**src/rtl/lsu_pkg.sv**
```systemverilog
package lsu_pkg;
  localparam int unsigned WORD_W  = 32;
  localparam int unsigned LANE_W  = 8;
  localparam int unsigned LANES   = WORD_W / LANE_W;
  localparam int unsigned LANE_IW = $clog2(LANES);
  localparam int unsigned CNT_W   = $clog2(LANES) + 1;

  typedef enum logic [1:0] {
    SZ_BYTE = 2'd0,
    SZ_HALF = 2'd1,
    SZ_WORD = 2'd2,
    SZ_BAD  = 2'd3
  } accSize_t;

  typedef struct packed {
    logic ramReq;
    logic ramWe;
    logic loadLaunch;
    logic errSet;
    logic conLoad;
    logic conAdvance;
  } lsuStrobe_t;
endpackage

```
**src/rtl/lsu_ctrl.sv**
```systemverilog
module lsu_ctrl
  import lsu_pkg::*;
(
  input  logic       clk,
  input  logic       rstN,
  input  logic       reqValid,
  input  logic       reqStore,
  input  logic       sizeBad,
  input  logic       isIo,
  input  logic       isConsole,
  input  logic       conLast,
  input  logic       conReady,
  output lsuStrobe_t strobe,
  output logic       busy,
  output logic       conValid
);
  typedef enum logic {ST_IDLE, ST_DRAIN} ctrlState_t;
  ctrlState_t state, stateNext;
  logic accept;

  assign accept   = reqValid && (state == ST_IDLE);
  assign busy     = (state != ST_IDLE);
  assign conValid = (state == ST_DRAIN);

  always_comb begin
    strobe = '0;
    if (accept) begin
      if (sizeBad) begin
        strobe.errSet = 1'b1;
      end else if (!reqStore) begin
        strobe.loadLaunch = 1'b1;
        strobe.ramReq     = !isIo;
      end else if (!isIo) begin
        strobe.ramReq = 1'b1;
        strobe.ramWe  = 1'b1;
      end else if (isConsole) begin
        strobe.conLoad = 1'b1;
      end
    end
    if (state == ST_DRAIN && conReady) strobe.conAdvance = 1'b1;
  end

  always_comb begin
    stateNext = state;
    unique case (state)
      ST_IDLE:  if (strobe.conLoad) stateNext = ST_DRAIN;
      ST_DRAIN: if (conReady && conLast) stateNext = ST_IDLE;
      default:  stateNext = ST_IDLE;
    endcase
  end

  always_ff @(posedge clk or negedge rstN) begin
    if (!rstN) state <= ST_IDLE;
    else       state <= stateNext;
  end
endmodule

```
**src/rtl/lsu_dpath.sv**
```systemverilog
module lsu_dpath
  import lsu_pkg::*;
#(
  parameter int unsigned       OFF_W        = 12,
  parameter logic [WORD_W-1:0] CONSOLE_ADDR = 32'h8000_0000
) (
  input  logic                clk,
  input  logic                rstN,
  input  logic [WORD_W-1:0]   reqBase,
  input  logic [OFF_W-1:0]    reqOffset,
  input  logic [2:0]          reqFunct3,
  input  logic [WORD_W-1:0]   reqStoreData,
  input  logic                reqRdZero,
  input  lsuStrobe_t          strobe,
  output logic                sizeBad,
  output logic                isIo,
  output logic                isConsole,
  output logic                conLast,
  output logic [WORD_W-1:0]   ramAddr,
  output logic [LANES-1:0]    ramBe,
  output logic [WORD_W-1:0]   ramWdata,
  input  logic [WORD_W-1:0]   ramRdata,
  output logic                loadValid,
  output logic [WORD_W-1:0]   loadData,
  output logic                loadWe,
  output logic                err,
  output logic [LANE_W-1:0]   conData
);
  localparam int unsigned EXT_W = WORD_W - OFF_W;
  localparam int unsigned HALF_W = 2 * LANE_W;

  accSize_t             reqSize;
  logic [WORD_W-1:0]    effAddr;
  logic [LANE_IW-1:0]   laneOff;
  logic [LANES-1:0]     baseMask;
  logic [CNT_W-1:0]     sizeBytes;

  assign reqSize   = accSize_t'(reqFunct3[1:0]);
  assign effAddr   = reqBase + {{EXT_W{reqOffset[OFF_W-1]}}, reqOffset};
  assign laneOff   = effAddr[LANE_IW-1:0];
  assign sizeBad   = (reqSize == SZ_BAD);
  assign isIo      = effAddr[WORD_W-1];
  assign isConsole = (effAddr == CONSOLE_ADDR);
  assign ramAddr   = effAddr;

  always_comb begin
    unique case (reqSize)
      SZ_BYTE: begin baseMask = LANES'(1);            sizeBytes = CNT_W'(1); end
      SZ_HALF: begin baseMask = LANES'(3);            sizeBytes = CNT_W'(2); end
      SZ_WORD: begin baseMask = {LANES{1'b1}};        sizeBytes = CNT_W'(LANES); end
      default: begin baseMask = '0;                   sizeBytes = '0; end
    endcase
  end

  assign ramBe = strobe.ramReq ? (baseMask << laneOff) : '0;

  // Lane replication of store data.
  for (genvar k = 0; k < LANES; k++) begin : g_lane
    always_comb begin
      unique case (reqSize)
        SZ_BYTE: ramWdata[k*LANE_W +: LANE_W] = reqStoreData[LANE_W-1:0];
        SZ_HALF: ramWdata[k*LANE_W +: LANE_W] = reqStoreData[(k%2)*LANE_W +: LANE_W];
        default: ramWdata[k*LANE_W +: LANE_W] = reqStoreData[k*LANE_W +: LANE_W];
      endcase
    end
  end

  // Load return pipeline.
  logic               ldPend, ldIo, ldUnsigned, ldRdZero, errReg;
  accSize_t           ldSize;
  logic [LANE_IW-1:0] ldLane;

  always_ff @(posedge clk or negedge rstN) begin
    if (!rstN) begin
      ldPend     <= 1'b0;
      ldIo       <= 1'b0;
      ldUnsigned <= 1'b0;
      ldRdZero   <= 1'b0;
      ldSize     <= SZ_WORD;
      ldLane     <= '0;
      errReg     <= 1'b0;
    end else begin
      ldPend <= strobe.loadLaunch;
      errReg <= strobe.errSet;
      if (strobe.loadLaunch) begin
        ldIo       <= isIo;
        ldUnsigned <= reqFunct3[2];
        ldRdZero   <= reqRdZero;
        ldSize     <= reqSize;
        ldLane     <= laneOff;
      end
    end
  end

  logic [WORD_W-1:0] ldShifted, ldExt;
  assign ldShifted = ramRdata >> {ldLane, 3'b000};

  always_comb begin
    unique case (ldSize)
      SZ_BYTE: ldExt = ldUnsigned
        ? {{(WORD_W-LANE_W){1'b0}}, ldShifted[LANE_W-1:0]}
        : {{(WORD_W-LANE_W){ldShifted[LANE_W-1]}}, ldShifted[LANE_W-1:0]};
      SZ_HALF: ldExt = ldUnsigned
        ? {{(WORD_W-HALF_W){1'b0}}, ldShifted[HALF_W-1:0]}
        : {{(WORD_W-HALF_W){ldShifted[HALF_W-1]}}, ldShifted[HALF_W-1:0]};
      default: ldExt = ldShifted;
    endcase
  end

  assign loadValid = ldPend;
  assign loadData  = (ldPend && !ldIo) ? ldExt : '0;
  assign loadWe    = ldPend && !ldRdZero;
  assign err       = errReg;

  // Console byte shifter.
  logic [WORD_W-1:0] conBuf;
  logic [CNT_W-1:0]  conLeft;

  always_ff @(posedge clk or negedge rstN) begin
    if (!rstN) begin
      conBuf  <= '0;
      conLeft <= '0;
    end else if (strobe.conLoad) begin
      conBuf  <= reqStoreData;
      conLeft <= sizeBytes;
    end else if (strobe.conAdvance) begin
      conBuf  <= conBuf >> LANE_W;
      conLeft <= conLeft - CNT_W'(1);
    end
  end

  assign conData = conBuf[LANE_W-1:0];
  assign conLast = (conLeft == CNT_W'(1));
endmodule

```
**src/rtl/lsu_console.sv**
```systemverilog
module lsu_console
  import lsu_pkg::*;
#(
  parameter int unsigned       OFF_W        = 12,
  parameter logic [WORD_W-1:0] CONSOLE_ADDR = 32'h8000_0000
) (
  input  logic              clk,
  input  logic              rstN,
  input  logic              reqValid,
  input  logic              reqStore,
  input  logic [2:0]        reqFunct3,
  input  logic [WORD_W-1:0] reqBase,
  input  logic [OFF_W-1:0]  reqOffset,
  input  logic [WORD_W-1:0] reqStoreData,
  input  logic              reqRdZero,
  output logic              busy,
  output logic              ramReq,
  output logic              ramWe,
  output logic [WORD_W-1:0] ramAddr,
  output logic [LANES-1:0]  ramBe,
  output logic [WORD_W-1:0] ramWdata,
  input  logic [WORD_W-1:0] ramRdata,
  output logic              loadValid,
  output logic [WORD_W-1:0] loadData,
  output logic              loadWe,
  output logic              err,
  output logic              conValid,
  output logic [LANE_W-1:0] conData,
  input  logic              conReady
);
  lsuStrobe_t strobe;
  logic sizeBad, isIo, isConsole, conLast;

  lsu_ctrl u_ctrl (
    .clk(clk), .rstN(rstN), .reqValid(reqValid), .reqStore(reqStore),
    .sizeBad(sizeBad), .isIo(isIo), .isConsole(isConsole), .conLast(conLast),
    .conReady(conReady), .strobe(strobe), .busy(busy), .conValid(conValid)
  );

  lsu_dpath #(.OFF_W(OFF_W), .CONSOLE_ADDR(CONSOLE_ADDR)) u_dpath (
    .clk(clk), .rstN(rstN), .reqBase(reqBase), .reqOffset(reqOffset),
    .reqFunct3(reqFunct3), .reqStoreData(reqStoreData), .reqRdZero(reqRdZero),
    .strobe(strobe), .sizeBad(sizeBad), .isIo(isIo), .isConsole(isConsole),
    .conLast(conLast), .ramAddr(ramAddr), .ramBe(ramBe), .ramWdata(ramWdata),
    .ramRdata(ramRdata), .loadValid(loadValid), .loadData(loadData),
    .loadWe(loadWe), .err(err), .conData(conData)
  );

  assign ramReq = strobe.ramReq;
  assign ramWe  = strobe.ramWe;
endmodule

```
**config.mk**
```make
export PLATFORM = sky130hd
export DESIGN_NAME = lsu_console
export DESIGN_NICKNAME = d
export VERILOG_FILES = /design/src/rtl/lsu_pkg.sv /design/src/rtl/lsu_ctrl.sv /design/src/rtl/lsu_dpath.sv /design/src/rtl/lsu_console.sv
export SDC_FILE = /design/constraint.sdc
export NUM_CORES = 1
export LEC_CHECK = 0
export CAP_MARGIN = 20
export CORE_MARGIN = 4
export CORE_UTILIZATION = 38
export CTS_CLUSTER_DIAMETER = 120
export CTS_CLUSTER_SIZE = 16
export DETAILED_ROUTE_END_ITERATION = 16
export GPL_TIMING_DRIVEN = 0
export PLACE_DENSITY = 0.74
export SETUP_SLACK_MARGIN = 0.1
export SKIP_CTS_REPAIR_TIMING = 1
export SLEW_MARGIN = 25
export SYNTH_ARGS = -nofsm -noshare
export SYNTH_HDL_FRONTEND = slang
export SYNTH_HIERARCHICAL = 1
export SYNTH_SLANG_ARGS = --single-unit
```
**constraint.sdc**
```tcl
create_clock -name clk -period 6.26 [get_ports clk]
set_input_delay 0.939 -clock clk [delete_from_list [all_inputs] [get_ports clk]]
set_output_delay 0.939 -clock clk [all_outputs]
set_load 0.1 [all_outputs]
```
# ---- Word-level counts from Yosys, hierarchy flattened
# Index checks and enable logic that the tools add are counted.
dict set report totals {
  ff_bits 45
  input_bits 117
}
dict set report op_classes {
  addsub 2
  n_eq_ne 6
  shifts 2
  muxes 29
  bitwise 1
  reduce_logical 12
}
# op count
set ops {}
lappend ops {{$mux 32} 5}
lappend ops {{$pmux 32 s2} 1}
lappend ops {{$add 32x32->32} 1}
lappend ops {{$eq 32x32->1 const B} 1}
lappend ops {{$shr 32x5->32} 1}
lappend ops {{$mux 8} 2}
lappend ops {{$pmux 8 s2} 1}
lappend ops {{$pmux 4 s3} 1}
lappend ops {{$mux 1} 11}
lappend ops {{$mux 3} 3}
lappend ops {{$pmux 3 s3} 1}
lappend ops {{$logic_and 1x1->1} 5}
lappend ops {{$mux 5} 1}
lappend ops {{$eq 2x1->1 const B} 2}
lappend ops {{$eq 2x2->1 const B} 2}
lappend ops {{$logic_not 2->1} 2}
lappend ops {{$mux 4} 1}
lappend ops {{$shl 4x2->4} 1}
lappend ops {{$eq 3x1->1 const B} 1}
lappend ops {{$logic_not 1->1} 3}
lappend ops {{$sub 3x1->3 const B} 1}
lappend ops {{$mux 2} 1}
lappend ops {{$pmux 1 s2} 1}
lappend ops {{$reduce_bool 2->1} 1}
lappend ops {{2 further kinds} 2}

# ---- Longest topological paths before layout
# Gate-level depths: netlist of the first run.
dict set report logic_depth {
  ltp_word 9
  mapped_depth 18
  ltp_nobuf 16
}

# ---- Modules after synthesis
# Netlist of the first run, hierarchy kept.
# module instances cells_per_inst area_per_inst_um2 seq_area_each_um2
set by_module_without_submodules {}
lappend by_module_without_submodules {lsu_dpath 1 636 5038.6 1102.3}
lappend by_module_without_submodules {lsu_ctrl 1 12 102.6 25.0}

# ---- Worst setup path after synthesis of the first run
# OpenSTA, ideal clock, no wires.
dict set report synth_timing {
  kind {input to output}
  start {input port reqBase[6]}
  end {output port ramBe[0]}
  arrival_time_ns 6.418
  required_time_ns 5.321
  setup_slack_ns -1.097
  cell_stages 12
  path_buffers 0
  path_cell_list {ha_1 a2111oi_1 o21a_1 o2bb2ai_1 o2111a_1 o21ba_2 o22ai_1 xor2_1 inv_1 nor2_1 nand2_1 nor3_1}
}
dict set report synth_between {
  elab_chain_cells 6
  word_cells_on_any_way 7
}
# element line
set synth_lines {}
lappend synth_lines {{start: declaration} lsu_console.sv:12} ;# input logic [WORD_W-1:0] reqBase,
lappend synth_lines {{$add 32x32->32 (*)} lsu_dpath.sv:39} ;# assign effAddr = reqBase + {{EXT_W{reqOffset[OFF_W-1]}}, reqOffset};
lappend synth_lines {{via isIo} lsu_console.sv:32} ;# logic sizeBad, isIo, isConsole, conLast;
lappend synth_lines {{$mux 2 / $logic_not 1->1 (equally long branches)} {lsu_ctrl.sv:33, lsu_ctrl.sv:32}}
lappend synth_lines {{$mux 1 (*)} lsu_ctrl.sv:30} ;# end else if (!reqStore) begin
lappend synth_lines {{$mux 3 (*)} lsu_ctrl.sv:28} ;# if (sizeBad) begin
lappend synth_lines {{$mux 5 (*)} lsu_ctrl.sv:27} ;# if (accept) begin
lappend synth_lines {{via ramReq} lsu_console.sv:17} ;# output logic ramReq,
lappend synth_lines {{$mux 4 (*)} lsu_dpath.sv:55} ;# assign ramBe = strobe.ramReq ? (baseMask << laneOff) : '0;
lappend synth_lines {{end: declaration} lsu_console.sv:20} ;# output logic [LANES-1:0] ramBe,
# The timed path passes the listed nets; every way through them passes the cells marked *.

==> results.yml, run 1 <==
grt:
  grt_pass1_wl_um: 29100
  antenna_found_initial: 0
  grt_use_met1: 0.290
  grtUsageTotal: 0.226
  met3_usage: 0.0617
  overflow: 0
  grt-busiest-layer: "met2"
  met2_usage: 0.375
  grt_max_degree: 26
  grt_pass1_vias: 5639
sta:
  setup_ws_ps: 289
  setup_viol: 0
  worst_pin_slew_ps: 1030
  rsz0062_at_grt: "no"
  hold_viol: 0
  fmax_mhz: 167
  maxSlewViolCount: 0
  finClkSkew_ps: 10.3
  min_period_over_period: 0.954
  relSlewSlack: 0.314
  fin_crit_ps: 5970
logic_synthesis:
  syn_avg_cell_area_um2: 7.93
  synth_nets: 803
  syn_inst: 648
  synth_seq_cells: 45
  yosysWarnings: 6
  netlist.area_leader.share: 0.214
  synthTopCellsByCount: "100 x nand2_1, 60 x o21ai_0, 45 x a21oi_1, 44 x dfrtp_1, 40 x mux2i_1"
  ys_seq_area_frac: 0.219
  syn-cell-area_um2: 5140
  synth_ff_type: "dfrtp_1"
  synth_area_leaders: "dfrtp_1 21%, ha_1 9.0%, mux2i_1 7.8%"
  yosysTopAreaCell: "dfrtp_1"
  synth_cell_types: 65
  async_reset_ff_frac: 1.00
  post-synth-top-count-cell: "nand2_1"
  synth_enable_flop_cells: 0
final_layout:
  drive_above_1_share: 0.105
  final_cell_area_um2: 7950
  area_growth_pct: 54.7
  final_nets: 1046
  antenna_cells: 0
power:
  power_density_nw_per_um2: 233
  p_int_mw: 0.815
  power.share.clock: 0.137
  netSwitchingFraction: 0.559
  combPwrFrac: 0.697
  p_sw_mw: 1.03
  p_seq_frac: 0.166
  ir_worst_vdd_mv: 0.228
  p_leak_nw: 3.35
drt:
  first_pass_iters: 5
  dr.first_iter.drc_count: 357
  via_per_inst: 5.40
  ant_nets: 0
  dr_total_vias: 5770
  drc: 0
  wire_per_inst_um: 17.2
  routed_wl_um: 18400
critical_path:
  critical_path.cell_chain: "clkdlybuf4s50_1, ha_2, inv_1, fa_2, or2b_1, or4_1, or4_4, or4b_4, or4_1, or4b_4, a2111oi_4, nand3_2, nor2_4, buf_4, clkbuf_4, o21ai_0"
  slowest_stage: "or4_1"
  path_depth: 16
  critPathMaxStageDelay_ps: 550
  crit_buf_inv: 4
  ff2ff_path_depth: 5
  path_max_fanout: 10
  path_class: "in2reg"
  crit_family: "simple AND/OR/NAND/NOR gates"
  arrival_ps: 6120
  required_ps: 6410
  crit_path_start_kind: "input port"
  endpoint_kind: "flop"
floorplan:
  die_y_um: 124
  coreArea_um2: 13200
  initial_core_util: 0.388
  rows: 42
  dieArea_um2: 15500
  die_w_um: 124
  ioPinCount: 232
placement:
  place_hpwl_um: 14800
  gp_congestion: 0.947
  port_buffers: 231
  preCtsSetupSlack_ps: -1000
  placed_area_um2: 7700
outcome:
  outcome: "completed"
hold_path:
  min_path_type: "reg2reg"
  min_path_cells: 1
clocking:
  cts_tree: "yes"
  clock-sinks: 45
  cts_max_level: 2
  cts-root-buf: "clkbuf_16"
  cts_buffers: 5
  clock_path_buffers: 2
  worstSkewPairLatency_ps: 290
  clk_pin_slew_ps: 60
flow_run:
  cap_violations: 0
stage by stage:
step / hold WS (ps) / std cells / setup TNS, ps / power (mW) / util
floorplan: 472 / 648 / 0 / 1.25 / -
global placement: 483 / 1055 / -35020 / 1.59 / 0.580
detailed placement: 492 / 1056 / -35730 / 1.59 / 0.581
CTS: 505 / 1064 / -26000 / 1.85 / 0.592
global route: 536 / 1068 / 0 / 1.93 / 0.601
finish: 504 / 1068 / 0 / 1.85 / 0.601
worst paths after layout:
| kind | start | endpoint | slack [ps] |
|---|---|---|---|
| min reg2reg | u_dpath/ldIo | u_dpath/ldIo | 500 |
| max | reqBase[0] | u_dpath/conBuf[11] | 290 |
| max reg2reg | u_ctrl/busy | u_dpath/conBuf[14] | 3890 |
| min in group asynchronous | rstN | u_dpath/conBuf[5] | 610 |
| min | u_dpath/ldIo | u_dpath/ldIo | 500 |
| max in group asynchronous | rstN | u_dpath/conBuf[27] | 5130 |
worst reg2reg max path: cells and delay by family, from the launching register on:
family	cells	cell delay [ps]
flops	1	500
simple gates	1	210
mux	1	280
buf+inv	2	1160
compound gates	1	110
power by group through the flow:
stage / combinational, mW / sequential (mW) / clock [mW]
after floorplan: 0.935 / 0.315 / 0
after global placement: 1.28 / 0.312 / 0
after detailed placement: 1.28 / 0.312 / 0
after CTS: 1.28 / 0.307 / 0.259
after global routing: 1.35 / 0.308 / 0.270
final: 1.29 / 0.307 / 0.254
routing by layer:
metal | up-vias | part of all wire
met5 | - | 0
met4 | 0 | 0.022
met3 | 30 | 0.081
met2 | 239 | 0.46
met1 | 2672 | 0.43
li1 | 2829 | -
state kept, by name (all words and copies together), names as in the netlist:
signal              flops
u_dpath/err             1
u_dpath/conLeft         3
u_dpath/ldLane          2
u_dpath/conBuf         32
u_ctrl/busy             1
u_dpath/loadValid       1
u_dpath/ldRdZero        1
u_dpath/ldUnsigned      1
u_dpath/ldIo            1
u_dpath/ldSize          2
cell usage in the layout, fill, tap and decap left out, types with 4 or more instances in the layout:
cell             synthesis  final
clkdlybuf4s50_1          0    221
nand2_1                100    100
o21ai_0                 60     60
a21oi_1                 45     45
dfrtp_1                 44     44
mux2i_1                 40     40
ha_1                    37     36
clkbuf_1                31     25
mux2_2                  25     25
nor2_1                  26     23
buf_4                   18     22
a21o_1                  16     16
a211oi_1                16     16
xnor2_1                 16     16
nand2b_1                13     13
o21a_1                  12     12
xor2_1                  12     12
inv_1                   10     10
nor2b_1                 10     10
a22oi_1                  8      8
dlymetal6s2s_1           0      7
nand3_1                  8      7
o21bai_1                 7      7
and3_1                   6      6
and2_1                   6      6
clkbuf_16                0      5
buf_6                    1      5
or4_1                    6      5
a31oi_1                  5      5
buf_1                    5      5
a221o_1                  4      4
nand4_1                  4      4
nor3_1                   5      4
or2_2                    4      4
or3_1                    4      4
cell families after synthesis:
family,Yosys count,share of synthesized area
and+or+nand+nor,207,0.197
AOI/OAI and AO/OA,199,0.247
xor gates and xnor gates,28,0.0477
DFF,45,0.219
buffers and inverters,66,0.0630
adders and majority gates,38,0.0939
muxes,65,0.133
layout make-up:
class / instances / area [um2]
plain buffers: 56 / 325
clock buffers: 6 / 129
clock inverters: 2 / 10.0
fillers: 1258 / 5290
inverters: 10 / 37.5
multi-input cells: 537 / 3740
flip-flops and latches: 45 / 1130
well taps: 176 / 220
repair buffers: 236 / 2360
Power figures use the tool's default switching activity.
==> run 2, diff against run 1 <==
Settings changed: PLACE_DENSITY 0.74 to 0.83.
==> results.yml, run 2 (same netlist as run 1, synthesis figures left out) <==
floorplan:
  dieArea_um2: 15500
  ioPinCount: 232
  coreArea_um2: 13200
  initial_core_util: 0.388
  rows: 42
  die_w_um: 124
  die_y_um: 124
grt:
  overflow: 0
  grtUsageTotal: 0.221
  antenna_found_initial: 0
  grt_max_degree: 25
  grt_pass1_wl_um: 28800
  grt_pass1_vias: 5673
placement:
  place_hpwl_um: 14800
  port_buffers: 231
  placed_area_um2: 7710
  gp_congestion: 0.947
sta:
  rsz0062_at_grt: "no"
  setup_tns_ps: 0
  hold_ws_ps: 503
  hold_viol: 0
  maxSlewViolCount: 0
  fmax_mhz: 166
  min_period_over_period: 0.962
  relSlewSlack: 0.317
  worst_pin_slew_ps: 1020
  finClkSkew_ps: 7.26
  setup_viol: 0
  fin_crit_ps: 6030
final_layout:
  largest_reg_flops: 32
  final_util: 0.604
  layout_commonest_cell: "clkdlybuf4s50_1"
  regMostFlops: "u_dpath/conBuf"
  area_growth_pct: 55.5
  largest_registers: "u_dpath/conBuf (32), u_dpath/conLeft (3)"
  final_cell_area_um2: 8000
  layout_common_cells: "219 x clkdlybuf4s50_1, 100 x nand2_1, 60 x o21ai_0"
  drive_above_1_share: 0.107
  antenna_cells: 0
  final_nets: 1045
drt:
  via_per_inst: 5.42
  dr_total_vias: 5773
  routed_wl_um: 18100
  dr.first_iter.drc_count: 436
  ant_nets: 0
  first_pass_iters: 5
  drc: 0
  wire_per_inst_um: 17.0
critical_path:
  path_class: "in2reg"
  timing.rr.end: "u_dpath/conBuf[9]"
  endpoint: "u_dpath/conLeft[1]"
  arrival_ps: 6210
  crit_path_start_kind: "input port"
  r2r_setup_slack_ps: 3990
  path_max_fanout: 10
  ff2ff_path_depth: 5
  endpoint_kind: "flop"
  required_ps: 6450
  startpoint: "reqOffset[0]"
  r2r-start: "u_ctrl/busy"
flow_run:
  cap_violations: 0
power:
  power.share.clock: 0.154
  p_sw_mw: 1.03
  power_density_nw_per_um2: 236
  p_leak_nw: 3.37
  ir_worst_vdd_mv: 0.278
  p_seq_frac: 0.163
  combPwrFrac: 0.683
  netSwitchingFraction: 0.547
  p_int_mw: 0.854
clocking:
  clk_pin_slew_ps: 60
  cts-root-buf: "clkbuf_16"
  cts_tree: "yes"
  clock_path_buffers: 2
  cts_buffers: 5
  worstSkewPairLatency_ps: 290
  cts_max_level: 2
  clock-sinks: 45
outcome:
  outcome: "completed"
hold_path:
  min_from: "u_dpath/ldIo"
  min_path_type: "reg2reg"
==> run 2: cell type report <==
class | instances | area, um2
clock inverter | 2 | 35.0
buffer | 56 | 334
tap | 176 | 220
inverter | 10 | 37.5
timing repair buffer | 235 | 2360
clock buffer | 5 | 125
multi-input combinational | 537 | 3750
sequential | 45 | 1130
fill | 1154 | 5250
==> run 2: metal layers <==
| metal | wire length [um] | GRT usage |
|---|---|---|
| met2 | 8880 | 0.390 |
| met3 | 1410 | 0.0497 |
| met5 | 0 | 0 |
| met4 | 380 | 0.0632 |
| met1 | 7430 | 0.270 |
==> run 2: power groups by stage <==
stage          clock network (mW)  registers [mW]  logic (mW)
2_1_floorplan                   0           0.315       0.935
3_3_place_gp                    0           0.312        1.27
3_5_place_dp                    0           0.313        1.27
4_1_cts                     0.295           0.307        1.28
5_1_grt                     0.307           0.308        1.35
6_report                    0.290           0.307        1.29
==> run 2: worst min path at each step <==
stage              endpoint  slack (ps)  cells after the start
3_3_place_gp   u_dpath/ldIo         480                      1
4_1_cts        u_dpath/ldIo         510                      1
3_5_place_dp   u_dpath/ldIo         490                      1
5_1_grt        u_dpath/ldIo         530                      1
2_1_floorplan  u_dpath/ldIo         470                      1
6_report       u_dpath/ldIo         500                      1
==> run 2: stage by stage <==
stage	total power, mW	setup WS [ps]	std cells
3_3_place_gp	1.58	-769	1055
5_1_grt	1.96	95.5	1066
6_report	1.88	235	1066
4_1_cts	1.88	-523	1063
3_5_place_dp	1.59	-810	1056
2_1_floorplan	1.25	109	648
==> run 2: worst max-delay path, stage by stage <==
cell and delay [ps]:
clkdlybuf4s50_1 510, ha_4 170, inv_1 50, fa_2 340, and2b_1 230, o31ai_2 100, a21boi_1 170, or4_1 520
or4_4 430, or4b_4 510, or4_4 530, or4b_4 510, a2111oi_4 220, nand3_2 150, nor2_4 200, buf_4 150
buf_6 140, buf_6 150, nand2_1 60, o21ai_0 120
